--- config.mk ---
export PLATFORM = sky130hd
export DESIGN_NAME = pit_chan
export DESIGN_NICKNAME = d
export VERILOG_FILES = /design/src/rtl/pit_pkg.sv /design/src/rtl/pit_cfg.sv /design/src/rtl/pit_dec.sv /design/src/rtl/pit_half.sv /design/src/rtl/pit_chan.sv
export SDC_FILE = /design/constraint.sdc
export NUM_CORES = 1
export LEC_CHECK = 0
export BUFFER_PORTS_ARGS = -buffer_cell sky130_fd_sc_hd__buf_2
export CORE_MARGIN = 2
export CORE_UTILIZATION = 55
export CTS_CLUSTER_DIAMETER = 120
export DETAILED_ROUTE_END_ITERATION = 7
export PLACE_DENSITY = 0.84
export SYNTH_ARGS = -nofsm -noshare
export SYNTH_HDL_FRONTEND = slang
export SYNTH_SLANG_ARGS = --single-unit
--- constraint.sdc ---
create_clock -name clk_i -period 4.98 [get_ports clk_i]
set_clock_uncertainty 0.05 [all_clocks]
set_input_delay 0.498 -clock clk_i [delete_from_list [all_inputs] [get_ports clk_i]]
set_output_delay 0.498 -clock clk_i [all_outputs]
set_load 0.01 [all_outputs]
--- src/rtl/pit_pkg.sv ---
package pit_pkg;
  typedef enum logic [2:0] {
    M_TCNT    = 3'd0,
    M_ONESHOT = 3'd1,
    M_RATE    = 3'd2,
    M_SQUARE  = 3'd3,
    M_SWSTB   = 3'd4,
    M_HWSTB   = 3'd5
  } pit_mode_e;

  // codes 6/7 fold onto 2/3
  function automatic pit_mode_e norm_mode(input logic [2:0] code);
    return code[1] ? pit_mode_e'({1'b0, code[1:0]}) : pit_mode_e'(code);
  endfunction
endpackage

--- src/rtl/pit_cfg.sv ---
module pit_cfg
  import pit_pkg::*;
#(
  parameter int BYTE_W = 8
) (
  input  logic                  clk_i,
  input  logic                  rst_ni,
  input  logic                  cw_we_i,
  input  logic [5:0]            cw_i,
  input  logic                  cnt_we_i,
  input  logic [BYTE_W-1:0]     cnt_byte_i,
  output logic [5:0]            cw_o,
  output pit_mode_e             mode_o,
  output pit_mode_e             new_mode_o,
  output logic                  bcd_o,
  output logic                  cw_wr_o,
  output logic                  cnt_wr_o,
  output logic [2*BYTE_W-1:0]   reload_o
);
  logic [5:0]          cw_q;
  logic [BYTE_W-1:0]   lsb_q;
  logic                hi_q;
  logic [2*BYTE_W-1:0] reload_q;

  always_ff @(posedge clk_i or negedge rst_ni) begin
    if (!rst_ni) begin
      cw_q     <= '0;
      lsb_q    <= '0;
      hi_q     <= 1'b0;
      reload_q <= '0;
    end else if (cw_we_i) begin
      cw_q <= cw_i;
      hi_q <= 1'b0;
    end else if (cnt_we_i) begin
      if (!hi_q) begin
        lsb_q <= cnt_byte_i;
        hi_q  <= 1'b1;
      end else begin
        reload_q <= {cnt_byte_i, lsb_q};
        hi_q     <= 1'b0;
      end
    end
  end

  assign cw_o       = cw_q;
  assign mode_o     = norm_mode(cw_q[3:1]);
  assign new_mode_o = norm_mode(cw_i[3:1]);
  assign bcd_o      = cw_q[0];
  assign cw_wr_o    = cw_we_i;
  assign cnt_wr_o   = cnt_we_i & hi_q & ~cw_we_i;
  assign reload_o   = reload_q;

  AST_CW_ECHO: assert property (@(posedge clk_i) disable iff (!rst_ni)
    cw_we_i |=> (cw_o == $past(cw_i)));
endmodule

--- src/rtl/pit_dec.sv ---
module pit_dec #(
  parameter int DIGITS = 4
) (
  input  logic [4*DIGITS-1:0] val_i,
  input  logic                bcd_i,
  output logic [4*DIGITS-1:0] dec_o,
  output logic                zero_o
);
  localparam int W = 4 * DIGITS;

  logic [DIGITS-1:0] brw;
  logic [W-1:0]      bcd_res;

  assign brw[0] = 1'b1;

  for (genvar g = 0; g < DIGITS; g++) begin : g_dig
    logic [3:0] d;
    assign d = val_i[4*g +: 4];
    assign bcd_res[4*g +: 4] = brw[g] ? ((d == 4'd0) ? 4'd9 : d - 4'd1) : d;
    if (g < DIGITS - 1) begin : g_brw
      assign brw[g+1] = brw[g] & (d == 4'd0);
    end
  end

  assign dec_o  = bcd_i ? bcd_res : val_i - {{(W-1){1'b0}}, 1'b1};
  assign zero_o = (dec_o == '0);
endmodule

--- src/rtl/pit_half.sv ---
module pit_half #(
  parameter int DIGITS = 4
) (
  input  logic [4*DIGITS-1:0] per_i,
  input  logic                bcd_i,
  output logic [4*DIGITS:0]   half_o
);
  localparam int W = 4 * DIGITS;

  logic [W:0] eff;
  logic [W:0] bcd_half;

  // zero stands for one more than the largest count
  assign eff         = {per_i == '0, per_i};
  assign bcd_half[W] = 1'b0;

  for (genvar g = 0; g < DIGITS; g++) begin : g_dig
    assign bcd_half[4*g +: 4] = {1'b0, eff[4*g+1 +: 3]} + (eff[4*g+4] ? 4'd5 : 4'd0);
  end

  assign half_o = bcd_i ? bcd_half : (eff >> 1);
endmodule

--- src/rtl/pit_chan.sv ---
module pit_chan
  import pit_pkg::*;
#(
  parameter int BYTE_W = 8
) (
  input  logic              clk_i,
  input  logic              rst_ni,
  input  logic              gate_i,
  input  logic              cw_we_i,
  input  logic [5:0]        cw_i,
  input  logic              cnt_we_i,
  input  logic [BYTE_W-1:0] cnt_byte_i,
  output logic              out_o,
  output logic [7:0]        status_o
);
  localparam int CNT_W  = 2 * BYTE_W;
  localparam int DIGITS = CNT_W / 4;

  pit_mode_e        mode, new_mode;
  logic [5:0]       cw_q;
  logic             bcd, cw_wr, cnt_wr;
  logic [CNT_W-1:0] reload, dec;
  logic             dec_zero;
  logic [CNT_W:0]   half;

  logic [CNT_W-1:0] cnt_q, per_q;
  logic             out_q, run_q, pend_q, armed_q, null_q, gate_q;
  logic             rise, above_half, strobe_mode, gated_mode;

  pit_cfg #(.BYTE_W(BYTE_W)) u_cfg (
    .clk_i, .rst_ni, .cw_we_i, .cw_i, .cnt_we_i, .cnt_byte_i,
    .cw_o(cw_q), .mode_o(mode), .new_mode_o(new_mode), .bcd_o(bcd),
    .cw_wr_o(cw_wr), .cnt_wr_o(cnt_wr), .reload_o(reload)
  );

  pit_dec #(.DIGITS(DIGITS)) u_dec (
    .val_i(cnt_q), .bcd_i(bcd), .dec_o(dec), .zero_o(dec_zero)
  );

  pit_half #(.DIGITS(DIGITS)) u_half (
    .per_i(per_q), .bcd_i(bcd), .half_o(half)
  );

  assign rise        = gate_i & ~gate_q;
  assign above_half  = {dec_zero, dec} > half;
  assign strobe_mode = (mode == M_SWSTB) || (mode == M_HWSTB);
  assign gated_mode  = (mode == M_TCNT) || (mode == M_RATE) ||
                       (mode == M_SQUARE) || (mode == M_SWSTB);

  always_ff @(posedge clk_i or negedge rst_ni) begin
    if (!rst_ni) begin
      cnt_q   <= '0;
      per_q   <= '0;
      out_q   <= 1'b0;
      run_q   <= 1'b0;
      pend_q  <= 1'b0;
      armed_q <= 1'b0;
      null_q  <= 1'b0;
      gate_q  <= 1'b1;
    end else begin
      gate_q <= gate_i;
      if (cw_wr) begin
        out_q   <= (new_mode != M_TCNT);
        run_q   <= 1'b0;
        pend_q  <= 1'b0;
        armed_q <= 1'b0;
        null_q  <= 1'b0;
      end else begin
        if (cnt_wr) null_q <= 1'b1;
        // strobes last a single clock
        if (!out_q && strobe_mode) out_q <= 1'b1;
        case (mode)
          M_TCNT, M_SWSTB: begin
            if (cnt_wr) begin
              pend_q <= 1'b1;
              run_q  <= 1'b0;
              out_q  <= (mode == M_SWSTB);
            end else if (pend_q) begin
              cnt_q  <= reload;
              pend_q <= 1'b0;
              run_q  <= 1'b1;
              null_q <= 1'b0;
            end else if (run_q && gate_i) begin
              cnt_q <= dec;
              if (dec_zero) begin
                if (mode == M_TCNT) begin
                  out_q <= 1'b1;
                end else begin
                  out_q <= 1'b0;
                  run_q <= 1'b0;
                end
              end
            end
          end
          M_RATE, M_SQUARE: begin
            if (cnt_wr && !run_q) pend_q <= 1'b1;
            if (pend_q) begin
              cnt_q  <= reload;
              per_q  <= reload;
              run_q  <= 1'b1;
              pend_q <= 1'b0;
              null_q <= 1'b0;
              out_q  <= 1'b1;
            end else if (run_q && gate_i) begin
              if (dec_zero) begin
                cnt_q  <= reload;
                per_q  <= reload;
                null_q <= 1'b0;
                out_q  <= (mode == M_SQUARE);
              end else begin
                cnt_q <= dec;
                out_q <= (mode == M_RATE) | above_half;
              end
            end
          end
          M_ONESHOT, M_HWSTB: begin
            if (cnt_wr) armed_q <= 1'b1;
            if (rise && armed_q) begin
              cnt_q  <= reload;
              run_q  <= 1'b1;
              null_q <= 1'b0;
              out_q  <= (mode == M_HWSTB);
            end else if (run_q) begin
              cnt_q <= dec;
              if (dec_zero) begin
                run_q <= 1'b0;
                out_q <= (mode == M_ONESHOT);
              end
            end
          end
          default: ;
        endcase
      end
    end
  end

  assign out_o    = out_q;
  assign status_o = {out_q, null_q, cw_q};

  AST_TC_HOLD_HIGH: assert property (@(posedge clk_i) disable iff (!rst_ni)
    (mode == M_TCNT && out_q && !cw_we_i && !cnt_wr) |=> out_q);

  AST_GATE_FREEZE: assert property (@(posedge clk_i) disable iff (!rst_ni)
    (gated_mode && run_q && !pend_q && !gate_i && !cw_we_i && !cnt_wr) |=> $stable(cnt_q));

  AST_RATE_ONE_LOW: assert property (@(posedge clk_i) disable iff (!rst_ni)
    (mode == M_RATE && !out_q && gate_i && !cw_we_i && per_q != 16'd1) |=> out_q);

  AST_STROBE_WIDTH: assert property (@(posedge clk_i) disable iff (!rst_ni)
    (strobe_mode && !out_q && !cw_we_i) |=> out_q);
endmodule

==> reports/metrics.yaml <==
placement:
  port_buffers: 27
  dpl.hpwl_um: 9010
  place.gp.congestion: 0.902
clock_tree:
  root_buffer: "clkbuf_8"
  clk_latency_ps: 360
  cts_hold_buf: 0
  clock-sinks: 69
  cts_tree: "built"
  cts_buffer_depth: 2
  cts_made_buffers: 9
  cts_setup_buffers: 0
  h-tree-depth: 3
  ctsResizeCount: 0
  path_clk_slew_ps: 80
sta:
  finalSetupTns_ps: 0
  fmax_ghz: 0.246
  hold_ws_ps: 231
  worst_pin_slew_ps: 1000
  fin_crit_ps: 4060
  timing.slew.headroom: 0.331
  drv_slew: 0
  fin_crit_sh: 0.816
  finalHoldViolations: 0
  setup_viol: 0
  rsz0062_at_grt: "false"
synthesis:
  yosys_warnings: 0
  yosysTopAreaCell: "dfrtp_1"
  ys_types: 63
  synth_top_area_frac: 0.363
  synth_edf_count: 0
  yosysSeqAreaShare: 0.369
  synth_ff_type: "dfrtp_1"
  synth_seq_cells: 69
  postSynthAreaPerCell_um2: 9.87
  synthCells: 475
  synth.net_count: 525
  yosys-top-cells-area: "dfrtp_1 (36%), mux2_2 (8.4%), ha_1 (8.3%), nor2_1 (3.4%), mux2_4 (3.2%)"
  postSynth.asyncResetShare: 1.00
  syn_area_um2: 4690
die:
  start_util: 0.568
  rows: 33
  pin_count: 28
  fp.dieH_um: 96.3
  die_area_um2: 9280
  core_um2: 8260
  die_w_um: 96.3
routing:
  firstDrtPassIters: 5
  vias: 4026
  avgViaCountPerCell: 6.67
  drc: 0
  ant_nets: 0
  drt_iter0_markers: 341
  drt-wirelength-per-cell_um: 20.9
  wl_um: 12600
finish:
  drive_above_1_share: 0.224
  final_nets: 544
  seq_area_um2: 1730
  num_antenna_cells: 0
  fillers: 662
  syn2layout_area_growth_pct: 8.94
  multi_input_area_um2: 2780
critical_path:
  crit_arrival_ps: 4250
  worstPathRequired_ps: 5170
  crit_path_start_kind: "register"
  path_buf_inv: 1
  cpPeakStageDelay_ps: 780
  path_cells: "or4_1 -> a2111oi_2 -> xnor2_1 -> inv_2 -> nor3_1 -> and4_1 -> a31oi_4 -> nor3_4 -> mux2_2"
  crit_type: "reg -> reg"
  end_kind: "register"
  rr_worst_depth: 9
  r2r_end: "per_q[0]"
  critPathMaxFanout: 16
  regToRegSetupSlack_ps: 920
  path_delay_family: "simple AND/OR/NAND/NOR gates"
  crit-reg2reg-launch: "cnt_q[2]"
  cp_slowest_cell: "nor3_4"
power_and_ir_drop:
  vdd_drop_max_mv: 0.424
  clkPwrFrac: 0.207
  p_int_mw: 1.48
  power_switching_share: 0.425
  switching_power_mw: 1.09
  pwr-share-comb: 0.404
  cellPowerDensity_nw_per_um2: 504
  power_leakage_nw: 2.17
  seqPwrFrac: 0.389
global_route:
  antenna_found_initial: 0
  grt_pass1_vias: 3942
  grt_max_degree: 70
  grtUsageTotal: 0.296
  grt_overflow: 0
  grt_pass1_wl_um: 20700
worst_hold_path:
  hold_depth: 1
  hp-class: "in -> reg"
  min_from: "gate_i"
  min_to: "gate_q"
run:
  drv_cap: 0
status:
  outcome: "finished clean"
-- through the flow --
| step | util | cells | area [um2] | setup slack [ps] | total power, mW |
|---|---|---|---|---|---|
| floorplan | - | 475 | 4690 | 1760 | 1.66 |
| CTS | 0.618 | 604 | 5110 | 978 | 2.55 |
| finish | 0.618 | 604 | 5110 | 918 | 2.58 |
| detailed placement | 0.591 | 588 | 4880 | 1000 | 2.00 |
| global placement | 0.591 | 588 | 4880 | 1180 | 1.95 |
| global route | 0.618 | 604 | 5110 | 684 | 2.74 |
-- synth_stat cells (5+ instances only) --
cell      number
dfrtp_1       68
nor2_1        42
mux2_2        35
ha_1          31
nand2_1       29
o21ai_0       25
a31oi_1       20
a21oi_1       19
clkbuf_1      18
nand3_1       17
mux2i_1       14
a221oi_1      13
inv_1         10
mux2_4        10
nor4_1        10
xnor2_1        8
nand4_1        6
o22ai_1        6
nand2b_1       5
nor2b_1        5
nor3_1         5
o31ai_1        5
or4_1          5
-- layout make-up --
cell class	count	share of cell area
Clock inverter	7	0.0206
Multi-Input combinational cell	368	0.545
Inverter	11	0.00809
Sequential cell	69	0.338
Clock buffer	9	0.0243
Timing Repair Buffer	35	0.0382
Tap cell	105	0.0257
-- layout by cell type (no fill, tap or decap), drive strengths merged, types with 8 or more instances in the layout --
cell type,instances
nor4,12
a31oi,21
dfrtp,68
ha,31
o21ai,26
nand2,29
mux2i,14
a221oi,13
nor2,42
xnor2,8
inv,15
clkbuf,9
nand3,17
mux2,45
buf,35
a21oi,20
-- worst max-delay path by stage --
stage	startpoint	endpoint	slack, ps	cells after the start
6_report	cnt_q[2]	per_q[0]	920	9
2_1_floorplan	cnt_q[4]	per_q[10]	1760	10
4_1_cts	cnt_q[2]	per_q[0]	980	9
3_5_place_dp	cnt_q[2]	per_q[1]	1000	9
3_3_place_gp	cnt_q[4]	per_q[2]	1180	8
5_1_grt	cnt_q[4]	per_q[0]	680	8
-- state kept, by name (all words and copies together), names as in the netlist --
signal          flops
out_o               1
armed_q             1
gate_q              1
run_q               1
u_cfg.hi_q          1
cnt_q              16
per_q              16
u_cfg.reload_o     16
null_q              1
u_cfg.lsb_q         8
u_cfg.cw_o          6
pend_q              1
-- power groups by stage --
stage	Clock, mW	Combinational, mW	Sequential (mW)
floorplan	0	0.786	0.878
global route	0.561	1.15	1.02
finish	0.533	1.04	1.00
detailed placement	0	1.01	0.995
CTS	0.538	1.03	0.987
global placement	0	0.966	0.984
-- logic make-up (layout without fill, tap and decap cells) --
| kind of cell | Yosys count | in the layout | synth area share |
|---|---|---|---|
| AND/OR/NAND/NOR | 150 | 150 | 0.172 |
| AO/OA/AOI/OAI | 117 | 117 | 0.172 |
| multiplexers | 59 | 59 | 0.146 |
| adder cells (fa/ha/maj) | 31 | 31 | 0.0828 |
| XOR/XNOR | 11 | 11 | 0.0206 |
| flip-flops | 69 | 69 | 0.369 |
| buffers and inverters | 38 | 62 | 0.0379 |
-- per-layer routing --
| layer | track usage | vias up | part of all wire | wire length, um |
|---|---|---|---|---|
| met1 | 0.393 | 1940 | 0.41 | 5150 |
| met2 | 0.467 | 218 | 0.48 | 6010 |
| li1 | - | 1824 | - | - |
| met5 | 0 | - | 0 | 0 |
| met3 | 0.0501 | 44 | 0.071 | 896 |
| met4 | 0.153 | 0 | 0.046 | 580 |
(Power assumes the default switching activity.)
